File: src/rtl/bsr_pkg.sv
package bsr_pkg;

  // Map a 2-bit quaternary code to a signed line level.
  function automatic logic signed [2:0] code_to_level(input logic [1:0] code);
    logic signed [2:0] lvl;
    case (code)
      2'b10:   lvl = 3'sd3;
      2'b11:   lvl = 3'sd1;
      2'b01:   lvl = -3'sd1;
      default: lvl = -3'sd3;
    endcase
    return lvl;
  endfunction

endpackage

File: src/rtl/bsr_framer.sv
module bsr_framer #(
  parameter int BAUD_LEN = 48,
  parameter int WORD_W   = 16,
  localparam int PH_W    = $clog2(BAUD_LEN + 1)
) (
  input  logic            clk_i,
  input  logic            rst_ni,
  input  logic            baud_i,
  output logic            shift_en_o,
  output logic            last_bit_o,
  output logic            locked_o,
  output logic [PH_W-1:0] phase_o,
  output logic            frame_err_o
);

  logic            baud_prev_q, baud_prev_d;
  logic [PH_W-1:0] phase_q, phase_d;
  logic            locked_q, locked_d;
  logic            err_q, err_d;
  logic            rise;

  assign rise = baud_i & ~baud_prev_q;

  // Next-state logic
  always_comb begin
    baud_prev_d = baud_i;
    phase_d     = phase_q;
    locked_d    = locked_q;
    err_d       = err_q;
    if (rise) begin
      phase_d  = PH_W'(1);
      locked_d = 1'b1;
      if (locked_q && (phase_q != PH_W'(BAUD_LEN))) err_d = 1'b1;
    end else if (locked_q) begin
      if (phase_q == PH_W'(BAUD_LEN)) phase_d = PH_W'(1);
      else                            phase_d = phase_q + PH_W'(1);
    end
  end

  // Registers
  always_ff @(posedge clk_i or negedge rst_ni) begin
    if (!rst_ni) begin
      baud_prev_q <= 1'b0;
      phase_q     <= '0;
      locked_q    <= 1'b0;
      err_q       <= 1'b0;
    end else begin
      baud_prev_q <= baud_prev_d;
      phase_q     <= phase_d;
      locked_q    <= locked_d;
      err_q       <= err_d;
    end
  end

  assign shift_en_o  = locked_q && !rise && (phase_q >= PH_W'(1)) && (phase_q <= PH_W'(WORD_W));
  assign last_bit_o  = locked_q && !rise && (phase_q == PH_W'(WORD_W));
  assign locked_o    = locked_q;
  assign phase_o     = phase_q;
  assign frame_err_o = err_q;

  a_r8_err_sticky: assert property (@(posedge clk_i) disable iff (!rst_ni)
    err_q |=> err_q);

  a_r8_offgrid_sets_err: assert property (@(posedge clk_i) disable iff (!rst_ni)
    (locked_q && baud_i && !baud_prev_q && (phase_q != PH_W'(BAUD_LEN))) |=> err_q);

  a_r10_grid_resume: assert property (@(posedge clk_i) disable iff (!rst_ni)
    (locked_q && (phase_q == PH_W'(BAUD_LEN))) |=> (phase_q == PH_W'(1)));

endmodule

File: src/rtl/bsr_shifter.sv
module bsr_shifter
  import bsr_pkg::*;
#(
  parameter int WORD_W = 16,
  parameter int SYM_W  = 2,
  localparam int SR_W  = WORD_W - 1
) (
  input  logic                    clk_i,
  input  logic                    rst_ni,
  input  logic                    sdata_i,
  input  logic                    shift_en_i,
  input  logic                    last_bit_i,
  output logic                    stb_o,
  output logic [SYM_W-1:0]        code_o,
  output logic signed [2:0]       level_o
);

  logic [SR_W-1:0]   sr_q, sr_d;
  logic              stb_q, stb_d;
  logic [SYM_W-1:0]  code_q, code_d;
  logic signed [2:0] level_q, level_d;

  // The first WORD_W-1 bits are held; the final bit only completes the word.
  always_comb begin
    sr_d    = sr_q;
    stb_d   = 1'b0;
    code_d  = code_q;
    level_d = level_q;
    if (shift_en_i) sr_d = {sr_q[SR_W-2:0], sdata_i};
    if (last_bit_i) begin
      stb_d   = 1'b1;
      code_d  = sr_q[SR_W-1 -: SYM_W];
      level_d = code_to_level(sr_q[SR_W-1 -: SYM_W]);
    end
  end

  always_ff @(posedge clk_i or negedge rst_ni) begin
    if (!rst_ni) begin
      sr_q    <= '0;
      stb_q   <= 1'b0;
      code_q  <= '0;
      level_q <= '0;
    end else begin
      sr_q    <= sr_d;
      stb_q   <= stb_d;
      code_q  <= code_d;
      level_q <= level_d;
    end
  end

  assign stb_o   = stb_q;
  assign code_o  = code_q;
  assign level_o = level_q;

  a_r4_one_cycle_strobe: assert property (@(posedge clk_i) disable iff (!rst_ni)
    stb_q |=> !stb_q);

  a_r5_code_held: assert property (@(posedge clk_i) disable iff (!rst_ni)
    !last_bit_i |=> $stable(code_q));

endmodule

File: src/rtl/bsr_peak_timer.sv
module bsr_peak_timer #(
  parameter int PEAK_DLY = 24,
  localparam int CNT_W   = $clog2(PEAK_DLY + 1)
) (
  input  logic clk_i,
  input  logic rst_ni,
  input  logic stb_i,
  output logic peak_o
);

  logic [CNT_W-1:0] rem_q, rem_d;
  logic             peak_q, peak_d;

  always_comb begin
    rem_d  = rem_q;
    peak_d = 1'b0;
    if (rem_q == CNT_W'(1)) begin
      peak_d = 1'b1;
      rem_d  = '0;
    end else if (rem_q != '0) begin
      rem_d = rem_q - CNT_W'(1);
    end
    if (stb_i) rem_d = CNT_W'(PEAK_DLY - 1);
  end

  always_ff @(posedge clk_i or negedge rst_ni) begin
    if (!rst_ni) begin
      rem_q  <= '0;
      peak_q <= 1'b0;
    end else begin
      rem_q  <= rem_d;
      peak_q <= peak_d;
    end
  end

  assign peak_o = peak_q;

  a_r7_peak_pulse: assert property (@(posedge clk_i) disable iff (!rst_ni)
    peak_q |=> !peak_q);

  a_r7_timer_armed: assert property (@(posedge clk_i) disable iff (!rst_ni)
    stb_i |=> (rem_q == CNT_W'(PEAK_DLY - 1)));

endmodule

File: src/rtl/baud_symbol_rx.sv
module baud_symbol_rx
  import bsr_pkg::*;
#(
  parameter int BAUD_LEN = 48,
  parameter int WORD_W   = 16,
  parameter int SYM_W    = 2,
  parameter int PEAK_DLY = 24,
  localparam int PH_W    = $clog2(BAUD_LEN + 1)
) (
  input  logic              clk_i,
  input  logic              rst_ni,
  input  logic              baud_i,
  input  logic              sdata_i,
  output logic              sym_stb_o,
  output logic [SYM_W-1:0]  sym_code_o,
  output logic [2:0]        sym_level_o,
  output logic              peak_o,
  output logic              frame_err_o
);

  // Reset: asserted asynchronously, released on the clock.
  logic [1:0] rst_sync_q;
  logic       rst_n;

  always_ff @(posedge clk_i or negedge rst_ni) begin
    if (!rst_ni) rst_sync_q <= 2'b00;
    else         rst_sync_q <= {rst_sync_q[0], 1'b1};
  end
  assign rst_n = rst_sync_q[1];

  logic              shift_en, last_bit, locked;
  logic [PH_W-1:0]   phase;
  logic signed [2:0] level;

  bsr_framer #(.BAUD_LEN(BAUD_LEN), .WORD_W(WORD_W)) u_framer (
    .clk_i      (clk_i),
    .rst_ni     (rst_n),
    .baud_i     (baud_i),
    .shift_en_o (shift_en),
    .last_bit_o (last_bit),
    .locked_o   (locked),
    .phase_o    (phase),
    .frame_err_o(frame_err_o)
  );

  bsr_shifter #(.WORD_W(WORD_W), .SYM_W(SYM_W)) u_shifter (
    .clk_i      (clk_i),
    .rst_ni     (rst_n),
    .sdata_i    (sdata_i),
    .shift_en_i (shift_en),
    .last_bit_i (last_bit),
    .stb_o      (sym_stb_o),
    .code_o     (sym_code_o),
    .level_o    (level)
  );

  bsr_peak_timer #(.PEAK_DLY(PEAK_DLY)) u_peak (
    .clk_i  (clk_i),
    .rst_ni (rst_n),
    .stb_i  (sym_stb_o),
    .peak_o (peak_o)
  );

  assign sym_level_o = level;

  a_r3_no_strobe_unlocked: assert property (@(posedge clk_i) disable iff (!rst_n)
    !locked |-> !sym_stb_o);

  a_r4_strobe_phase: assert property (@(posedge clk_i) disable iff (!rst_n)
    sym_stb_o |-> (phase == PH_W'(WORD_W + 1)));

endmodule

File: config.mk
export PLATFORM = sky130hd
export DESIGN_NAME = baud_symbol_rx
export DESIGN_NICKNAME = d
export VERILOG_FILES = /design/src/rtl/bsr_pkg.sv /design/src/rtl/bsr_framer.sv /design/src/rtl/bsr_shifter.sv /design/src/rtl/bsr_peak_timer.sv /design/src/rtl/baud_symbol_rx.sv
export SDC_FILE = /design/constraint.sdc
export NUM_CORES = 1
export LEC_CHECK = 0
export BUFFER_PORTS_ARGS = -buffer_cell sky130_fd_sc_hd__buf_2
export CORE_MARGIN = 10
export CORE_UTILIZATION = 45
export DETAILED_ROUTE_END_ITERATION = 10
export PLACE_DENSITY = 0.72
export SLEW_MARGIN = 20
export SYNTH_ARGS = -nofsm -noshare
export SYNTH_HDL_FRONTEND = slang
export SYNTH_HIERARCHICAL = 1
export SYNTH_SLANG_ARGS = --single-unit
File: constraint.sdc
create_clock -name clk_i -period 1.4 [get_ports clk_i]
set_input_delay 0.14 -clock clk_i [delete_from_list [all_inputs] [get_ports clk_i]]
set_output_delay 0.14 -clock clk_i [all_outputs]
set_load 0.03 [all_outputs]
==> summary.txt, run 1 <==
YOSYS
--------------------------------------------------------------------------------
Fraction of the yosys area taken by sequential cells                       55.0%
Distinct cell type count of the synthesized netlist                           37
Yosys warns                                                                    6
Main combinational cell family by area after synthesis              multiplexers
Syn Nets                                                                     146
Portion of netlist area occupied by mux cells                              13.5%
Synth Area in Compound Gates                                               7.23%
Post-synthesis xor/xnor area fraction                                      2.02%
Post-synth design cell area                                             1730 um2
Simple-gate portion of the synthesized area                                11.6%
Adder and majority cell fraction of the synthesized area                   5.78%
Per-instance average area after synthesis                               12.9 um2
Number of instances in the synthesized netlist                               134
Number of flip-flops and latches in the synthesized netlist                   38

CLOCK TREE
--------------------------------------------------------------------------------
CTS tree                                                                   built
Clock slew at reported path FFs                                          0.07 ns
H-tree levels                                                                  2
Clock latency on the worst-skew pair                                     0.29 ns
Maximum clock insertion buffer count                                           2
TritonCTS Sinks                                                               38
Number of clock buffers inserted by TritonCTS                                  5
Buffer type at the clock tree root                                  sky130_fd_sc_hd__clkbuf_8

HOLD PATH
--------------------------------------------------------------------------------
Worst hold path stage count                                                    2
Startpoint of the most critical hold path                                sdata_i
Hold path endpoint                                                  u_shifter/sr_q[0]
Worst Hold Class                                                    primary input to flop

DETAILED ROUTING
--------------------------------------------------------------------------------
Mean routed wirelength per cell                                          14.1 um
Total routed wirelength                                                  3140 um
DR vias/cell                                                                5.04
Number of nets with antenna violations after routing                           0
1st-iter DRT viols                                                            65
Total number of vias                                                       1,124
Final routed DRC violation total                                               0
Detailed Routing Iterations Pass 1                                             4

STA
--------------------------------------------------------------------------------
Clock period minus final worst setup slack                               1.98 ns
Final setup fails                                                             21
Post-route clock period utilization                                         142%
Maximum operating frequency                                            0.504 GHz
Slew Limit Fails                                                               0
Final total negative setup slack                                        -8.64 ns
Clock skew                                                            0.00538 ns
Worst setup margin                                                     -0.585 ns
Setup repair after global routing missed its margin                          yes
Final Hold Violating Endpoints                                                 0

CRITICAL PATH
--------------------------------------------------------------------------------
Reg-to-Reg Start                                                    u_framer/phase_o[0]
Worst endpoint data arrival time                                         2.16 ns
Critical path launch point type                                             flop
R2r endpoint                                                        u_shifter/sr_q[10]
Number of cells on the worst reg-to-reg path                                   7
Biggest cell delay along the critical path                               0.41 ns
Crit. End Element                                                           flop
Required time worst endpoint                                             1.58 ns
Worst path cell trace                                               inv_2 -> ha_4 -> or3b_4 -> a211oi_4 -> buf_6 -> clkbuf_16 -> mux2_2
Setup slack of the worst register-to-register path                      -0.58 ns
Kind of critical path                                               flop to flop
Slowest cell on crit path                                           sky130_fd_sc_hd__or3b_4
Maximum fanout count along the critical path                                   4

LAYOUT
--------------------------------------------------------------------------------
Antenna cells                                                                  0
FF/Latch Area                                                            951 um2
Footprint of the multi-input gates                                       836 um2
Net count, final                                                             186
Cell area after layout                                                  2290 um2
Count of filler cells inserted in the layout                                 286
Most common library cell in the layout ignoring fill and taps       sky130_fd_sc_hd__dfrtp_1
Top library cells by usage in the layout, fill and taps aside       sky130_fd_sc_hd__dfrtp_1, sky130_fd_sc_hd__buf_4, sky130_fd_sc_hd__mux2_4, sky130_fd_sc_hd__buf_2, sky130_fd_sc_hd__inv_1
Final cell count without fillers                                             223
Area growth from synthesis to final layout                                 32.3%
Utilization after layout                                                   62.1%
Fraction of layout instances using a drive strength above 1                48.0%

POWER
--------------------------------------------------------------------------------
Maximum resistive drop on vdd                                           0.774 mV
Power Dens Cells                                                     1980 nW/um2
Total leakage power                                                      1.08 nW
Total power of the final layout                                          4.52 mW

FLOORPLAN
--------------------------------------------------------------------------------
Die Height                                                               82.0 um
Starting density of the core                                               46.9%
Placeable core region                                                   3690 um2
Number of I/O pins                                                            12
Standard-cell row count                                                       22
Horizontal die dimension                                                 82.0 um
Die area                                                                6730 um2

PLACED DESIGN
--------------------------------------------------------------------------------
Placed instance count                                                        204
Post-detailed-placement cell area                                       1960 um2
HPWL after detailed placement                                            2040 um
Count of buffers from port buffering                                          11
Final Wtd Congestion                                                       0.813

JOB
--------------------------------------------------------------------------------
Max-Cap Viols                                                                  0

GRT
--------------------------------------------------------------------------------
Overall track demand over capacity in global routing                       9.76%
Number of global-route vias before repair                                  1,139
Pin count of the biggest net entering global routing                          37
Number of antenna violations at the first check in global routing              0
Total gr overflow                                                              0
First-pass GRT wire length                                               5050 um

STATUS
--------------------------------------------------------------------------------
Result of the run                                                   finished with violations
Violated checks                                                     negative setup slack

cell usage after synthesis:
master                       n  area (um2)
sky130_fd_sc_hd__nand3_1     3        15.0
sky130_fd_sc_hd__a21o_1      2        15.0
sky130_fd_sc_hd__mux2_4      6        90.1
sky130_fd_sc_hd__a41oi_1     1        8.76
sky130_fd_sc_hd__nand2_1     5        18.8
sky130_fd_sc_hd__nor3b_1     2        15.0
sky130_fd_sc_hd__nor3_1      2        10.0
sky130_fd_sc_hd__o211ai_1    1        7.51
sky130_fd_sc_hd__and3_4      1        11.3
sky130_fd_sc_hd__o21ai_1     2        10.0
sky130_fd_sc_hd__and2_1      1        6.26
sky130_fd_sc_hd__nor2_1      8        30.0
sky130_fd_sc_hd__buf_6       2        22.5
sky130_fd_sc_hd__a21oi_1     4        20.0
sky130_fd_sc_hd__buf_12      1        20.0
sky130_fd_sc_hd__o21ai_0     3        15.0
sky130_fd_sc_hd__nor3_2      1        10.0
sky130_fd_sc_hd__mux2_2     11         124
sky130_fd_sc_hd__o2111ai_1   1        8.76
sky130_fd_sc_hd__a21o_2      1        8.76
sky130_fd_sc_hd__xnor2_1     1        8.76
sky130_fd_sc_hd__nor3_4      1        16.3
sky130_fd_sc_hd__inv_1       9        33.8
sky130_fd_sc_hd__or2_2       2        12.5
sky130_fd_sc_hd__mux2i_1     2        20.0
sky130_fd_sc_hd__dfrtp_1    38         951
sky130_fd_sc_hd__xor2_1      3        26.3
sky130_fd_sc_hd__ha_1        8         100
sky130_fd_sc_hd__a211oi_1    1        7.51
sky130_fd_sc_hd__or3b_1      2        17.5
sky130_fd_sc_hd__nor2b_4     1        13.8
sky130_fd_sc_hd__buf_2       1        5.00
sky130_fd_sc_hd__o21a_1      2        15.0
sky130_fd_sc_hd__nand4bb_1   1        11.3
sky130_fd_sc_hd__a311oi_1    1        8.76
sky130_fd_sc_hd__conb_1      1        3.75
sky130_fd_sc_hd__nand4_1     2        12.5
cell families after synthesis:
logic type                 after synthesis
DFF                                     38
and+or+nand+nor                         32
AOI/OAI and AO/OA                       19
muxes                                   19
buffers and inverters                   13
adders and majority gates                8
xor gates and xnor gates                 4
other                                    1
critical path, delay by kind of cell (launching register included):
family,cells,cell delay (ns)
DFF,1,0.39
and+or+nand+nor,1,0.41
buffers and inverters,3,0.37
adders and majority gates,1,0.13
AOI/OAI and AO/OA,1,0.25
muxes,1,0.32
metrics by stage:
stage	setup slack (ns)	hold WS (ns)
6_report	-0.585	0.0909
5_1_grt	-0.663	0.0807
4_1_cts	-0.538	0.0911
3_5_place_dp	-0.540	-0.0706
3_3_place_gp	-0.484	-0.0755
2_1_floorplan	-0.520	-0.156
area by class of cell:
type | count | area share, %
Clock buffer | 7 | 3.77
Clock inverter | 1 | 0.219
Inverter | 9 | 1.48
Multi-Input combinational cell | 83 | 36.5
Sequential cell | 38 | 41.5
Tap cell | 48 | 2.62
Timing Repair Buffer | 37 | 13.9
flip-flops by register name, summed over array words and instances, names as in the netlist:
signal / flops
rst_sync_q: 2
u_peak/peak_o: 1
u_framer/phase_o: 6
u_shifter/level_o: 3
u_peak/rem_q: 5
u_shifter/stb_o: 1
u_framer/baud_prev_q: 1
u_shifter/code_o: 2
u_framer/frame_err_o: 1
u_framer/locked_o: 1
u_shifter/sr_q: 15
timing repair:
| item | 4_1_cts | 5_1_grt |
|---|---|---|
| hold buffers | 2 | 0 |
| hold endpoints to repair | 3 | 0 |
| gates resized for setup | 5 | 25 |
| endpoints found under the setup margin | 21 | 26 |
| buffers inserted | 3 | 6 |
| pin swaps | 1 | 6 |
| gates cloned | 0 | 2 |
layer usage:
| layer | GRT usage (%) | part of all wire [%] | vias up |
|---|---|---|---|
| met5 | 0 | 0 | - |
| met4 | 4.76 | 3.3 | 0 |
| met3 | 4.48 | 5.9 | 10 |
| met2 | 15.8 | 48 | 27 |
| met1 | 10.6 | 43 | 548 |
| li1 | - | - | 539 |
where the power goes:
part | leakage, nW | total [mW] | internal (mW) | switching (mW)
combinational | 0.569 | 1.95 | 1.12 | 0.828
clock | 0.0482 | 0.763 | 0.397 | 0.366
sequential | 0.463 | 1.81 | 1.50 | 0.310
total | 1.08 | 4.52 | 3.02 | 1.50
worst max path at each step:
stage                              startpoint                 end  slack, ns  cells past startpoint
after floorplan           u_framer/phase_o[0]   u_shifter/sr_q[4]      -0.52                      7
after global placement    u_framer/phase_o[0]   u_shifter/sr_q[2]      -0.48                      6
after detailed placement  u_framer/phase_o[0]   u_shifter/sr_q[1]      -0.54                      6
after CTS                 u_framer/phase_o[0]   u_shifter/sr_q[1]      -0.54                      6
after global routing      u_framer/phase_o[0]  u_shifter/sr_q[10]      -0.66                      7
final                     u_framer/phase_o[0]  u_shifter/sr_q[10]      -0.58                      7
(Power assumes the default switching activity.)
==> run 2: changes to the inputs <==
==> constraint.sdc (replaced) <==
create_clock -name clk_i -period 2.55 [get_ports clk_i]
set_input_delay 0.255 -clock clk_i [delete_from_list [all_inputs] [get_ports clk_i]]
set_output_delay 0.255 -clock clk_i [all_outputs]
set_load 0.03 [all_outputs]
==> run 2 against run 1 <==
The run now ends clean. Highest routed layer unchanged. First-iteration DRC count down 14%. Die area unchanged. Flip-flop and latch count unchanged. Combinational power down 63%. Cell count down 10%. Global-route usage down 0.51 points. Non-clock buffer count down 23. Hold slack better by 0.0087 ns. Count of clock-buffer cells in the layout unchanged. Final area down 16%. Utilization down 9.6 points.
==> summary.txt, run 2 (synthesized netlist as in run 1, its figures left out) <==
GRT
--------------------------------------------------------------------------------
Number of global-route vias before repair                                  1,040   -8.7%
Overall track demand over capacity in global routing                       9.25%   -0.51 points
Pin count of the biggest net entering global routing                          37   unchanged
Number of antenna violations at the first check in global routing              0   unchanged
Met1 global-route usage                                                    10.9%   +0.30 points
First-pass GRT wire length                                               4820 um   -4.6%
Most used routing layer in global routing                                   met2
Global routing usage on met3                                               4.37%   -0.11 points
Total gr overflow                                                              0   unchanged
Met2 Track Usage GR                                                        14.2%   -1.6 points

STA
--------------------------------------------------------------------------------
Worst setup margin                                                      0.444 ns   +1.03 ns
Slew Limit Fails                                                               0   unchanged
Setup repair after global routing missed its margin                           no
Maximum operating frequency                                            0.475 GHz   -5.8%
Clock skew                                                            0.00575 ns   +0.000364 ns
Final total negative setup slack                                            0 ns   +8.64 ns
Clock period minus final worst setup slack                               2.11 ns   +0.121 ns
Final setup fails                                                              0   -100%
Post-route clock period utilization                                        82.6%   -59 points
Final Hold Violating Endpoints                                                 0   unchanged

CRITICAL PATH
--------------------------------------------------------------------------------
Worst path cell trace                                               inv_1 -> ha_1 -> or3b_1 -> a211oi_2 -> buf_4 -> mux2_2
Kind of critical path                                               flop to flop
Count of cell instances traversed by the critical path                         6   -1
Required time worst endpoint                                             2.72 ns   +1.14 ns
Slowest cell on crit path                                           sky130_fd_sc_hd__dfrtp_1
Critical path buffers and inverters                                            2   -1
Setup slack of the worst register-to-register path                       0.44 ns   +1.03 ns
Crit. End Element                                                           flop
Biggest cell delay along the critical path                               0.43 ns   +0.02 ns
Worst endpoint data arrival time                                         2.27 ns   +0.11 ns
Critical path launch point type                                             flop
Crit path max-delay family                                            flip-flops
Reg-to-Reg Start                                                    u_framer/phase_o[0]
Maximum fanout count along the critical path                                  17   +13
R2r endpoint                                                        u_shifter/sr_q[10]
Number of cells on the worst reg-to-reg path                                   6   -1

CLOCK TREE
--------------------------------------------------------------------------------
CTS tree                                                                   built
H-tree levels                                                                  2   unchanged
Clock slew at reported path FFs                                          0.07 ns   about the same
Maximum clock insertion buffer count                                           2   unchanged
Cts-stage hold buffer count                                                    1   -1
Total of cells resized after clock tree synthesis                              0   -5
Buffer type at the clock tree root                                  sky130_fd_sc_hd__clkbuf_8
Number of clock buffers inserted by TritonCTS                                  5   unchanged
Clock latency on the worst-skew pair                                     0.29 ns   about the same
TritonCTS Sinks                                                               38   unchanged
Post-CTS Setup Bufs                                                            0   -3

STATUS
--------------------------------------------------------------------------------
Result of the run                                                   finished, final reports clean

HOLD PATH
--------------------------------------------------------------------------------
Worst Hold Class                                                    primary input to flop
Hold path endpoint                                                  u_framer/baud_prev_q
Worst hold path stage count                                                    1   -1
Startpoint of the most critical hold path                                 baud_i

POWER
--------------------------------------------------------------------------------
Maximum resistive drop on vdd                                           0.552 mV   -29%
Total leakage power                                                     0.918 nW   -15%
Power Dens Cells                                                     1150 nW/um2   -42%

LAYOUT
--------------------------------------------------------------------------------
Fraction of layout instances using a drive strength above 1                28.9%   -19 points
FF/Latch Area                                                            951 um2   unchanged
Number of flip-flops in the largest register                                  15   unchanged
Net count, final                                                             163   -12%
Antenna cells                                                                  0   unchanged
Footprint of the multi-input gates                                       703 um2   -16%
Top library cells by usage in the layout, fill and taps aside       sky130_fd_sc_hd__dfrtp_1, sky130_fd_sc_hd__buf_2, sky130_fd_sc_hd__mux2_2, sky130_fd_sc_hd__inv_1
Area growth from synthesis to final layout                                 11.8%
Count of filler cells inserted in the layout                                 319   +12%
Most common library cell in the layout ignoring fill and taps       sky130_fd_sc_hd__dfrtp_1
Biggest register                                                    u_shifter/sr_q

JOB
--------------------------------------------------------------------------------
Max-Cap Viols                                                                  0   unchanged

DETAILED ROUTING
--------------------------------------------------------------------------------
1st-iter DRT viols                                                            56   -14%
Mean routed wirelength per cell                                          13.8 um   -2.1%
Final routed DRC violation total                                               0   unchanged
Total number of vias                                                       1,048   -6.8%
Total routed wirelength                                                  2760 um   -12%
DR vias/cell                                                                5.24   +4.0%
Detailed Routing Iterations Pass 1                                             4   unchanged
Number of nets with antenna violations after routing                           0   unchanged

FLOORPLAN
--------------------------------------------------------------------------------
Starting density of the core                                               46.9%   unchanged
Placeable core region                                                   3690 um2   unchanged
Die area                                                                6730 um2   unchanged
Standard-cell row count                                                       22   unchanged
Horizontal die dimension                                                 82.0 um   unchanged
Die Height                                                               82.0 um   unchanged
Number of I/O pins                                                            12   unchanged

PLACED DESIGN
--------------------------------------------------------------------------------
Final Wtd Congestion                                                       0.761   -6.3%
Worst-case setup slack after placement                                  0.477 ns   +1.02 ns
Count of buffers from port buffering                                          11   unchanged
HPWL after detailed placement                                            1970 um   -3.5%

-- run 2: changes by cell type in the layout (fill, tap and decap cells not counted), sizes merged --
| cell | before | now |
|---|---|---|
| buf | 33 | 13 |
| clkbuf | 9 | 7 |
| bufinv | 0 | 1 |
| clkinv | 1 | 0 |
| dlygate4sd3 | 2 | 1 |
-- run 2: worst max path at each step --
| stage | from | to |
|---|---|---|
| after floorplan | u_framer/phase_o[0] | u_shifter/sr_q[4] |
| after global placement | u_framer/phase_o[0] | u_shifter/sr_q[0] |
| after detailed placement | u_framer/phase_o[0] | u_shifter/sr_q[2] |
| after CTS | u_framer/phase_o[0] | u_shifter/sr_q[2] |
| after global routing | u_framer/phase_o[0] | u_shifter/sr_q[11] |
| final | u_framer/phase_o[0] | u_shifter/sr_q[10] |
-- run 2: where the power goes --
group / switching, mW / total (mW) / internal [mW] / leakage, nW
clock network: 0.200 / 0.492 / 0.293 / 0.0524
registers: 0.178 / 1.00 / 0.822 / 0.463
logic: 0.342 / 0.725 / 0.383 / 0.402
-- run 2: area by class of cell --
cell class | count | area share, %
sequential | 38 | 49.2
multi-input combinational | 83 | 36.4
timing repair buffer | 14 | 4.14
clock buffer | 7 | 3.95
tap | 48 | 3.10
inverter | 9 | 1.75
clock inverter | 1 | 1.55
-- run 2: per-layer routing --
metal / vias to the layer above / part of all wire (%) / wire [um]
li1: 495 / - / -
met1: 521 / 44 / 1220
met2: 27 / 48 / 1320
met3: 5 / 6.6 / 181
met4: 0 / 1.3 / 36
met5: - / 0 / 0
-- run 2: through the flow --
stage          cell area, um2  power, mW  util (%)  hold WS [ns]  instances
2_1_floorplan            1730       1.59         -       -0.0406        134
3_3_place_gp             1820       1.67      49.3        0.0408        191
3_5_place_dp             1820       1.74      49.3        0.0432        191
4_1_cts                  1930       2.24      52.4        0.0949        200
5_1_grt                  1930       2.37      52.4        0.0850        200
6_report                 1930       2.22      52.4        0.0996        200
